`config.mk`:
```
export PLATFORM = sky130hd
export DESIGN_NAME = interval_timer
export DESIGN_NICKNAME = d
export VERILOG_FILES = /design/src/rtl/interval_timer_pkg.sv /design/src/rtl/pit_prescaler.sv /design/src/rtl/pit_period_counter.sv /design/src/rtl/pit_overflow_tracker.sv /design/src/rtl/interval_timer.sv
export SDC_FILE = /design/constraint.sdc
export NUM_CORES = 1
export LEC_CHECK = 0
export ABC_AREA = 1
export CAP_MARGIN = 10
export CORE_MARGIN = 3
export CORE_UTILIZATION = 45
export CTS_CLUSTER_SIZE = 30
export DETAILED_ROUTE_END_ITERATION = 10
export PLACE_DENSITY = 0.71
export SLEW_MARGIN = 10
export SYNTH_ARGS = -nofsm -noshare
export SYNTH_HDL_FRONTEND = slang
export SYNTH_SLANG_ARGS = --single-unit
```
`constraint.sdc`:
```
create_clock -name clk -period 5.55 [get_ports clk]
set_clock_uncertainty 0.05 [all_clocks]
set_input_delay 1.3875 -clock clk [delete_from_list [all_inputs] [get_ports clk]]
set_output_delay 1.3875 -clock clk [all_outputs]
set_load 0.05 [all_outputs]
```
`src/rtl/interval_timer_pkg.sv`:
```
package interval_timer_pkg;
  // Register select taken from byte address bits 3:2
  typedef enum logic [1:0] {
    SEL_MODE   = 2'd0,
    SEL_STATUS = 2'd1,
    SEL_VALUE  = 2'd2,
    SEL_IMAGE  = 2'd3
  } reg_sel_e;

  // Mode word flag offsets above the limit field
  localparam int RUN_OFS = 4;
  localparam int IEN_OFS = 5;
endpackage

```
`src/rtl/pit_prescaler.sv`:
```
module pit_prescaler #(
  parameter int PRESC_W = 4
) (
  input  logic clk,
  input  logic rst_n,
  input  logic hold_i,
  output logic tick_o
);
  logic [PRESC_W-1:0] div_q;

  always_ff @(posedge clk) begin
    if (!rst_n || hold_i) div_q <= '0;
    else                  div_q <= div_q + PRESC_W'(1);
  end

  assign tick_o = &div_q;


  tick_spacing_chk: assert property (@(posedge clk) disable iff (!rst_n)
    tick_o |=> !tick_o);
endmodule

```
`src/rtl/pit_period_counter.sv`:
```
module pit_period_counter #(
  parameter int LIMIT_W = 20
) (
  input  logic               clk,
  input  logic               rst_n,
  input  logic               tick_i,
  input  logic               enable_i,
  input  logic [LIMIT_W-1:0] limit_i,
  output logic [LIMIT_W-1:0] count_o,
  output logic               wrap_o,
  output logic               idle_o
);
  logic [LIMIT_W-1:0] count_q;
  logic               running;

  assign running = enable_i || (count_q != '0);
  assign wrap_o  = tick_i && running && (count_q >= limit_i);
  assign idle_o  = !running;
  assign count_o = count_q;

  always_ff @(posedge clk) begin
    if (!rst_n)                  count_q <= '0;
    else if (wrap_o)             count_q <= '0;
    else if (tick_i && running)  count_q <= count_q + LIMIT_W'(1);
  end


  step_only_on_tick_chk: assert property (@(posedge clk) disable iff (!rst_n)
    !tick_i |=> $stable(count_q));

  period_wrap_chk: assert property (@(posedge clk) disable iff (!rst_n)
    wrap_o |=> count_q == '0);
endmodule

```
`src/rtl/pit_overflow_tracker.sv`:
```
module pit_overflow_tracker #(
  parameter int OVF_W = 12
) (
  input  logic             clk,
  input  logic             rst_n,
  input  logic             wrap_i,
  input  logic             clear_i,
  output logic [OVF_W-1:0] tally_o,
  output logic             flag_o
);
  localparam logic [OVF_W-1:0] TALLY_MAX = '1;

  logic [OVF_W-1:0] tally_q;
  logic             flag_q;

  always_ff @(posedge clk) begin
    if (!rst_n) begin
      tally_q <= '0;
      flag_q  <= 1'b0;
    end else begin
      if (clear_i)
        tally_q <= wrap_i ? OVF_W'(1) : '0;
      else if (wrap_i && tally_q != TALLY_MAX)
        tally_q <= tally_q + OVF_W'(1);
      flag_q <= wrap_i || (flag_q && !clear_i);
    end
  end

  assign tally_o = tally_q;
  assign flag_o  = flag_q;


  tally_saturate_chk: assert property (@(posedge clk) disable iff (!rst_n)
    (tally_q == TALLY_MAX && !clear_i) |=> tally_q == TALLY_MAX);

  wrap_records_chk: assert property (@(posedge clk) disable iff (!rst_n)
    wrap_i |=> flag_q && tally_q != '0);
endmodule

```
`src/rtl/interval_timer.sv`:
```
module interval_timer
  import interval_timer_pkg::*;
#(
  parameter int PRESC_W = 4,
  parameter int LIMIT_W = 20,
  parameter int OVF_W   = 12
) (
  input  logic                     clk,
  input  logic                     rst_n,
  input  logic                     bus_valid,
  input  logic                     bus_write,
  input  logic [3:0]               bus_addr,
  input  logic [LIMIT_W+OVF_W-1:0] bus_wdata,
  output logic                     rsp_valid,
  output logic [LIMIT_W+OVF_W-1:0] rsp_rdata,
  output logic                     irq_o
);
  localparam int DATA_W  = LIMIT_W + OVF_W;
  localparam int RUN_POS = LIMIT_W + RUN_OFS;
  localparam int IEN_POS = LIMIT_W + IEN_OFS;

  reg_sel_e           sel;
  logic               mode_wr, rd_req, ack_rd;
  logic [LIMIT_W-1:0] limit_q;
  logic               run_q, ien_q;
  logic               tick, idle, wrap, flag;
  logic [LIMIT_W-1:0] count;
  logic [OVF_W-1:0]   tally;
  logic [DATA_W-1:0]  rd_word;
  logic               unused_addr_lsb;

  assign sel             = reg_sel_e'(bus_addr[3:2]);
  assign unused_addr_lsb = ^bus_addr[1:0];
  assign mode_wr         = bus_valid && bus_write && (sel == SEL_MODE);
  assign rd_req          = bus_valid && !bus_write;
  assign ack_rd          = rd_req && (sel == SEL_VALUE);

  always_ff @(posedge clk) begin
    if (!rst_n) begin
      limit_q <= '0;
      run_q   <= 1'b0;
      ien_q   <= 1'b0;
    end else if (mode_wr) begin
      limit_q <= bus_wdata[LIMIT_W-1:0];
      run_q   <= bus_wdata[RUN_POS];
      ien_q   <= bus_wdata[IEN_POS];
    end
  end

  pit_prescaler #(.PRESC_W(PRESC_W)) u_presc (
    .clk(clk), .rst_n(rst_n), .hold_i(idle), .tick_o(tick));

  pit_period_counter #(.LIMIT_W(LIMIT_W)) u_count (
    .clk(clk), .rst_n(rst_n), .tick_i(tick), .enable_i(run_q),
    .limit_i(limit_q), .count_o(count), .wrap_o(wrap), .idle_o(idle));

  pit_overflow_tracker #(.OVF_W(OVF_W)) u_tally (
    .clk(clk), .rst_n(rst_n), .wrap_i(wrap), .clear_i(ack_rd),
    .tally_o(tally), .flag_o(flag));

  always_comb begin
    rd_word = '0;
    case (sel)
      SEL_MODE: begin
        rd_word[LIMIT_W-1:0] = limit_q;
        rd_word[RUN_POS]     = run_q;
        rd_word[IEN_POS]     = ien_q;
      end
      SEL_STATUS: rd_word[0] = flag;
      default:    rd_word    = {tally, count};
    endcase
  end

  always_ff @(posedge clk) begin
    if (!rst_n) begin
      rsp_valid <= 1'b0;
      rsp_rdata <= '0;
    end else begin
      rsp_valid <= rd_req;
      if (rd_req) rsp_rdata <= rd_word;
    end
  end

  assign irq_o = flag && ien_q;


  parked_stays_zero_chk: assert property (@(posedge clk) disable iff (!rst_n)
    (!run_q && count == '0 && !mode_wr) |=> count == '0);

  response_follows_read_chk: assert property (@(posedge clk) disable iff (!rst_n)
    rsp_valid |-> $past(rd_req));

  irq_needs_enable_chk: assert property (@(posedge clk) disable iff (!rst_n)
    (irq_o && !mode_wr && !ack_rd) |=> irq_o);
endmodule

```
-- Word-level counts from Yosys, hierarchy flattened
Cells that the tools add are included.
- add/subtract/negate cells: 3
- $mul: 0
- div/mod/pow operators: 0
- $lt $le $gt $ge: 1
- equality and inequality tests: 3
- shift-type cells: 0
- mux-type cells: 8
- bitwise logic cells: 1
- reductions and logical operators: 22
- operator list (kind ; count):
    $pmux W19 S2 ; 1
    $mux W12 ; 2
    $add A20 B1 Y20 const B ; 1
    $ge A20 B20 Y1 ; 1
    $reduce_bool A20 Y1 ; 1
    $add A12 B1 Y12 const B ; 1
    $ne A12 B12 Y1 const B ; 1
    $logic_and A1 B1 Y1 ; 9
    $mux W6 ; 1
    $add A4 B1 Y4 const B ; 1
    $logic_not A1 Y1 ; 4
    $mux W4 ; 1
    $pmux W2 S2 ; 1
    $reduce_and A4 Y1 ; 1
    $reduce_or A2 Y1 ; 2
    $logic_or A1 B1 Y1 ; 3
    $eq A2 B1 Y1 const B ; 1
    $eq A2 B2 Y1 const B ; 1
    $logic_not A2 Y1 ; 1
    $pmux W1 S2 ; 1
    $reduce_bool A2 Y1 ; 1
    $mux W1 ; 1
    $not A1 Y1 ; 1
- register bits: 92
- latch bits: 0
- memory bits (writable): 0
- bits in read-only memories: 0
- input port bits: 40
- output and inout bits: 34
- memories kept: 0

-- Logic depth before layout (Yosys ltp)
- word-level depth: 7
- gate-level depth with buffers: 14

-- By module
A second synthesis with hierarchy kept.
- cells, all modules: 834
- area total of the unflattened synthesis: 5434.0 sq um
- modules (own cells, without submodules) (module ; instances ; cells an instance ; area each (sq um)):
    interval_timer ; 1 ; 355 ; 2527.4
    pit_period_counter ; 1 ; 326 ; 1950.6
    pit_overflow_tracker ; 1 ; 131 ; 793.3
    pit_prescaler ; 1 ; 22 ; 162.7

-- Worst setup path after synthesis
No wires, ideal clock.
- kind: input-to-reg
- from: in bus_addr[3]
- to: reg limit_q[0]
- library setup time: 0.116 ns
- arrival time: 2.323 ns
- data required time: 5.384 ns
- path slack: 3.061 ns
- stages: 6
- path buffers: 2
- path through: clkbuf_1 > nor2_1 > nand3_1 > clkbuf_1 > o21ai_0 > nor2_1
- cells in the longest elaborated chain, start to end: 2
- ends and longest elaborated chain (item ; line ; text):
    from (decl) ; interval_timer.sv:12 ; input logic [3:0] bus_addr,
    $logic_not A2 Y1 ; interval_timer.sv:34 ; assign mode_wr = bus_valid && bus_write && (sel == SEL_MODE);
    $logic_and A1 B1 Y1 ; interval_timer.sv:34 ;
    to (signal assigned) ; interval_timer.sv:44 ; limit_q <= bus_wdata[LIMIT_W-1:0];
    to (decl) ; interval_timer.sv:24 ; logic [LIMIT_W-1:0] limit_q;
Every way passes these cells.
A chain may end at the register's enable or synchronous reset.

-- Worst setup path after layout
- from: in bus_valid
- to: reg u_tally.tally_q[2] (netlist: u_tally.tally_o[2])
- cells in the longest elaborated chain, start to end: 3
- elaborated cells on any way between the ends: 4
- ends and longest elaborated chain (item ; line ; text):
    from (decl) ; interval_timer.sv:10 ; input logic bus_valid,
    $logic_and A1 B1 Y1 (*) ; interval_timer.sv:35 ; assign rd_req = bus_valid && !bus_write;
    $logic_and A1 B1 Y1 (*) ; interval_timer.sv:36 ; assign ack_rd = rd_req && (sel == SEL_VALUE);
    $mux W12 / $reduce_bool A2 Y1 (equally long branches) ; - ;
    to (signal assigned) ; pit_overflow_tracker.sv:22 ; tally_q <= wrap_i ? OVF_W'(1) : '0;
    to (signal assigned) ; pit_overflow_tracker.sv:24 ; tally_q <= tally_q + OVF_W'(1);
    to (decl) ; pit_overflow_tracker.sv:13 ; logic [OVF_W-1:0] tally_q;
Mark *: on every way between the ends. The rest lies on a longest branch, timed or not.

==> impl_metrics.py <==
metrics = {
    "status": {
        "status": "complete, no violations",
    },
    "setup_path": {
        "cp_top_family": "buffers and inverters",
        "worstPathArrival_ns": 4.14,
        "crit_type": "primary input to flop",
        "cp.required_ns": 5.76,
        "slowest_stage": "nor2_1",
        "end_kind": "flop",
        "path_buf_inv": 6,
        "cpPeakStageDelay_ns": 0.60,
        "start_kind": "primary input",
        "path_max_fanout": 34,
        "path_cells": "clkdlybuf4s50_1 -> inv_1 -> nor2_2 -> buf_4 -> inv_2 -> nor2_1 -> nand2_1 -> inv_2 -> nor2_1 -> inv_2 -> o21bai_1 -> nor2_1",
    },
    "placement": {
        "dpl_cell_area_mm2": 0.00539,
        "place_hpwl_mm": 8.66,
        "gp_congestion": 0.898,
        "port_buffers": 61,
    },
    "clock_network": {
        "cts_sinks": 92,
        "cts-buffers-inserted": 9,
        "clock_latency_ns": 0.36,
        "cts_root_buf": "clkbuf_8",
        "clockBufferDepth": 2,
        "hold_buffers": 0,
        "tritoncts": "yes",
        "postCtsSetupRepairBufs": 0,
        "cts.repair.resized": 0,
        "h-tree-depth": 3,
        "path_clk_slew_ns": 0.08,
    },
    "timing": {
        "relSlewSlack_pct": 52.1,
        "drv_slew": 0,
        "finalCritPeriodShare_pct": 70.9,
        "fin_hold_ws_ns": 0.403,
        "setup_viol": 0,
        "worst_pin_slew_ns": 0.716,
        "final.setup.tns_ns": 0,
        "layout_min_cycle_time_ns": 3.93,
        "finalHoldViolations": 0,
        "rsz0062_at_grt": "no",
        "fmax_ghz": 0.254,
    },
    "cells_and_area": {
        "utilization_pct": 56.1,
        "fillerInstances": 995,
        "fin_nets": 784,
        "layout-drive-gt1-share_pct": 4.83,
        "diodes": 0,
        "syn_to_final_growth_pct": 18.6,
        "design_area_mm2": 0.00558,
    },
    "grt": {
        "track_usage_pct": 22.0,
        "grt_max_degree": 49,
        "grt_use_met2_pct": 35.7,
        "busiest_layer": "met2",
        "use_met3_pct": 3.46,
        "antenna_found_initial": 0,
        "grt_pass1_vias": 4219,
        "grt_overflow": 0,
        "met1_usage_pct": 30.2,
        "grt_first_pass_wirelength_mm": 20.5,
    },
    "logic_synthesis": {
        "synth.top_cell.area_share_pct": 39.1,
        "ys_ff_latch": 92,
        "synth_compound_area_share_pct": 17.7,
        "synth_top_area_cell": "dfxtp_1",
        "async_flop_share_pct": 0,
        "netlist_area_mm2": 0.00471,
        "post_synth_num_cell_types": 28,
        "synthAdderAreaFrac_pct": 6.38,
        "synth_top_family_by_area": "simple AND/OR/NAND/NOR gates",
        "seq_area_frac_synth_pct": 39.1,
        "avgSynthCellArea_um2": 7.02,
        "synth.most_common_cell": "nand2_1",
        "synth_xor_xnor_area_share_pct": 3.16,
        "syn_nets": 734,
        "synth_ff_type": "dfxtp_1",
        "synth_area_leaders": "dfxtp_1 (39%), nand2_1 (12%), a21oi_1 (11%), ha_1 (6.4%), inv_1 (5.7%)",
        "yosys_warnings": 0,
        "synth_edf_count": 0,
        "synthSimpleGateAreaFrac_pct": 24.5,
        "synthMuxAreaShare_pct": 0,
        "synthTopCellsByCount": "nand2_1 (149), a21oi_1 (108), dfxtp_1 (92)",
        "synthCells": 670,
    },
    "pwr": {
        "combPwrFrac_pct": 12.7,
        "p_sw_share_pct": 26.6,
        "power_frac_seq_pct": 52.8,
        "p_int_w": 0.000953,
        "irDropWorstVdd_uv": 121,
        "power.switching_w": 0.000346,
        "power.leakage_nw": 2.17,
        "power.density_mw_per_mm2": 233,
        "clock_power_share_pct": 34.6,
    },
    "routing": {
        "drc_errors": 0,
        "drt_iter0_drc": 255,
        "drt.antenna.violating_nets": 0,
        "routed-via-count": 4474,
        "viasPerCell": 5.22,
        "post_drt_wl_per_cell_um": 14.1,
        "drtPass1Iterations": 4,
        "routed_wl_mm": 12.1,
    },
    "die": {
        "fp.dieArea_mm2": 0.0117,
        "ioPinCount": 74,
        "coreArea_mm2": 0.00995,
        "start_util_pct": 47.3,
        "die-height_um": 108,
        "die_w_um": 108,
        "rows": 36,
    },
    "min_path": {
        "hp-class": "flop to flop",
    },
    "run": {
        "max-cap-violations": 0,
    },
}
==> routing by layer <==
metal	up-vias	wire (um)
li1	2289	-
met1	2092	5930
met2	82	5530
met3	11	489
met4	0	133
met5	-	0
==> layout by cell type (no fill, tap or decap), drive strengths merged <==
master	count
a21oi	108
nand4	15
nand2	150
dfxtp	92
clkinv	2
nand3	25
nor3	12
nand3b	1
clkdlybuf4s50	61
inv	76
buf	6
o22ai	1
bufinv	1
o21bai	2
a21o	1
nor2	59
nor3b	5
xor2	13
o21ai	53
xnor2	4
clkbuf	11
clkinvlp	2
ha	24
==> final timing paths <==
| check | start | to | slack (ns) | cells after the start |
|---|---|---|---|---|
| worst max-delay path | bus_valid | u_tally.tally_o[2] | 1.62 | 12 |
| worst min-delay path | u_presc.div_q[0] | u_presc.div_q[0] | 0.40 | 1 |
| worst max register to register | u_count.count_o[15] | u_count.count_o[2] | 2.97 | 10 |
| worst min register to register | u_presc.div_q[0] | u_presc.div_q[0] | 0.40 | 1 |
==> layout make-up <==
cell class              instances  area, um2  area share [%]
multi-input cells             473       2440            43.7
flip-flops and latches         92       1840            33.0
repair buffers                 67        656            11.7
inverters                      77        289            5.18
well taps                     133        166            2.98
clock buffers                  11        141            2.53
clock inverters                 4       50.0           0.897
==> power by group through the flow <==
stage / sequential, W / clock, W / combinational (W)
after detailed placement: 0.000701 / 0 / 0.000164
after floorplan: 0.000733 / 0 / 0.0000713
after global placement: 0.000701 / 0 / 0.000161
final: 0.000686 / 0.000449 / 0.000165
after global routing: 0.000688 / 0.000489 / 0.000180
after CTS: 0.000686 / 0.000464 / 0.000165
==> state kept, by name, indices dropped and copies added, names as in the netlist <==
| name | count |
|---|---|
| u_count.count_o | 20 |
| rsp_rdata | 32 |
| u_presc.div_q | 4 |
| run_q | 1 |
| u_tally.tally_o | 12 |
| u_tally.flag_o | 1 |
| ien_q | 1 |
| limit_q | 20 |
| rsp_valid | 1 |
==> stage by stage <==
stage | total power (W) | instances | setup slack, ns
after floorplan | 0.000804 | 670 | 3.06
after global placement | 0.000862 | 842 | 1.34
after detailed placement | 0.000865 | 842 | 1.25
after CTS | 0.00132 | 857 | 1.65
after global routing | 0.00136 | 857 | 1.29
final | 0.00130 | 857 | 1.62
==> kinds of logic after synthesis <==
family,after synthesis
buf+inv,105
xor+xnor,17
simple gates,267
compound gates,165
fa+ha+maj,24
flops,92
No activity file was read; power rests on OpenSTA's default activity.
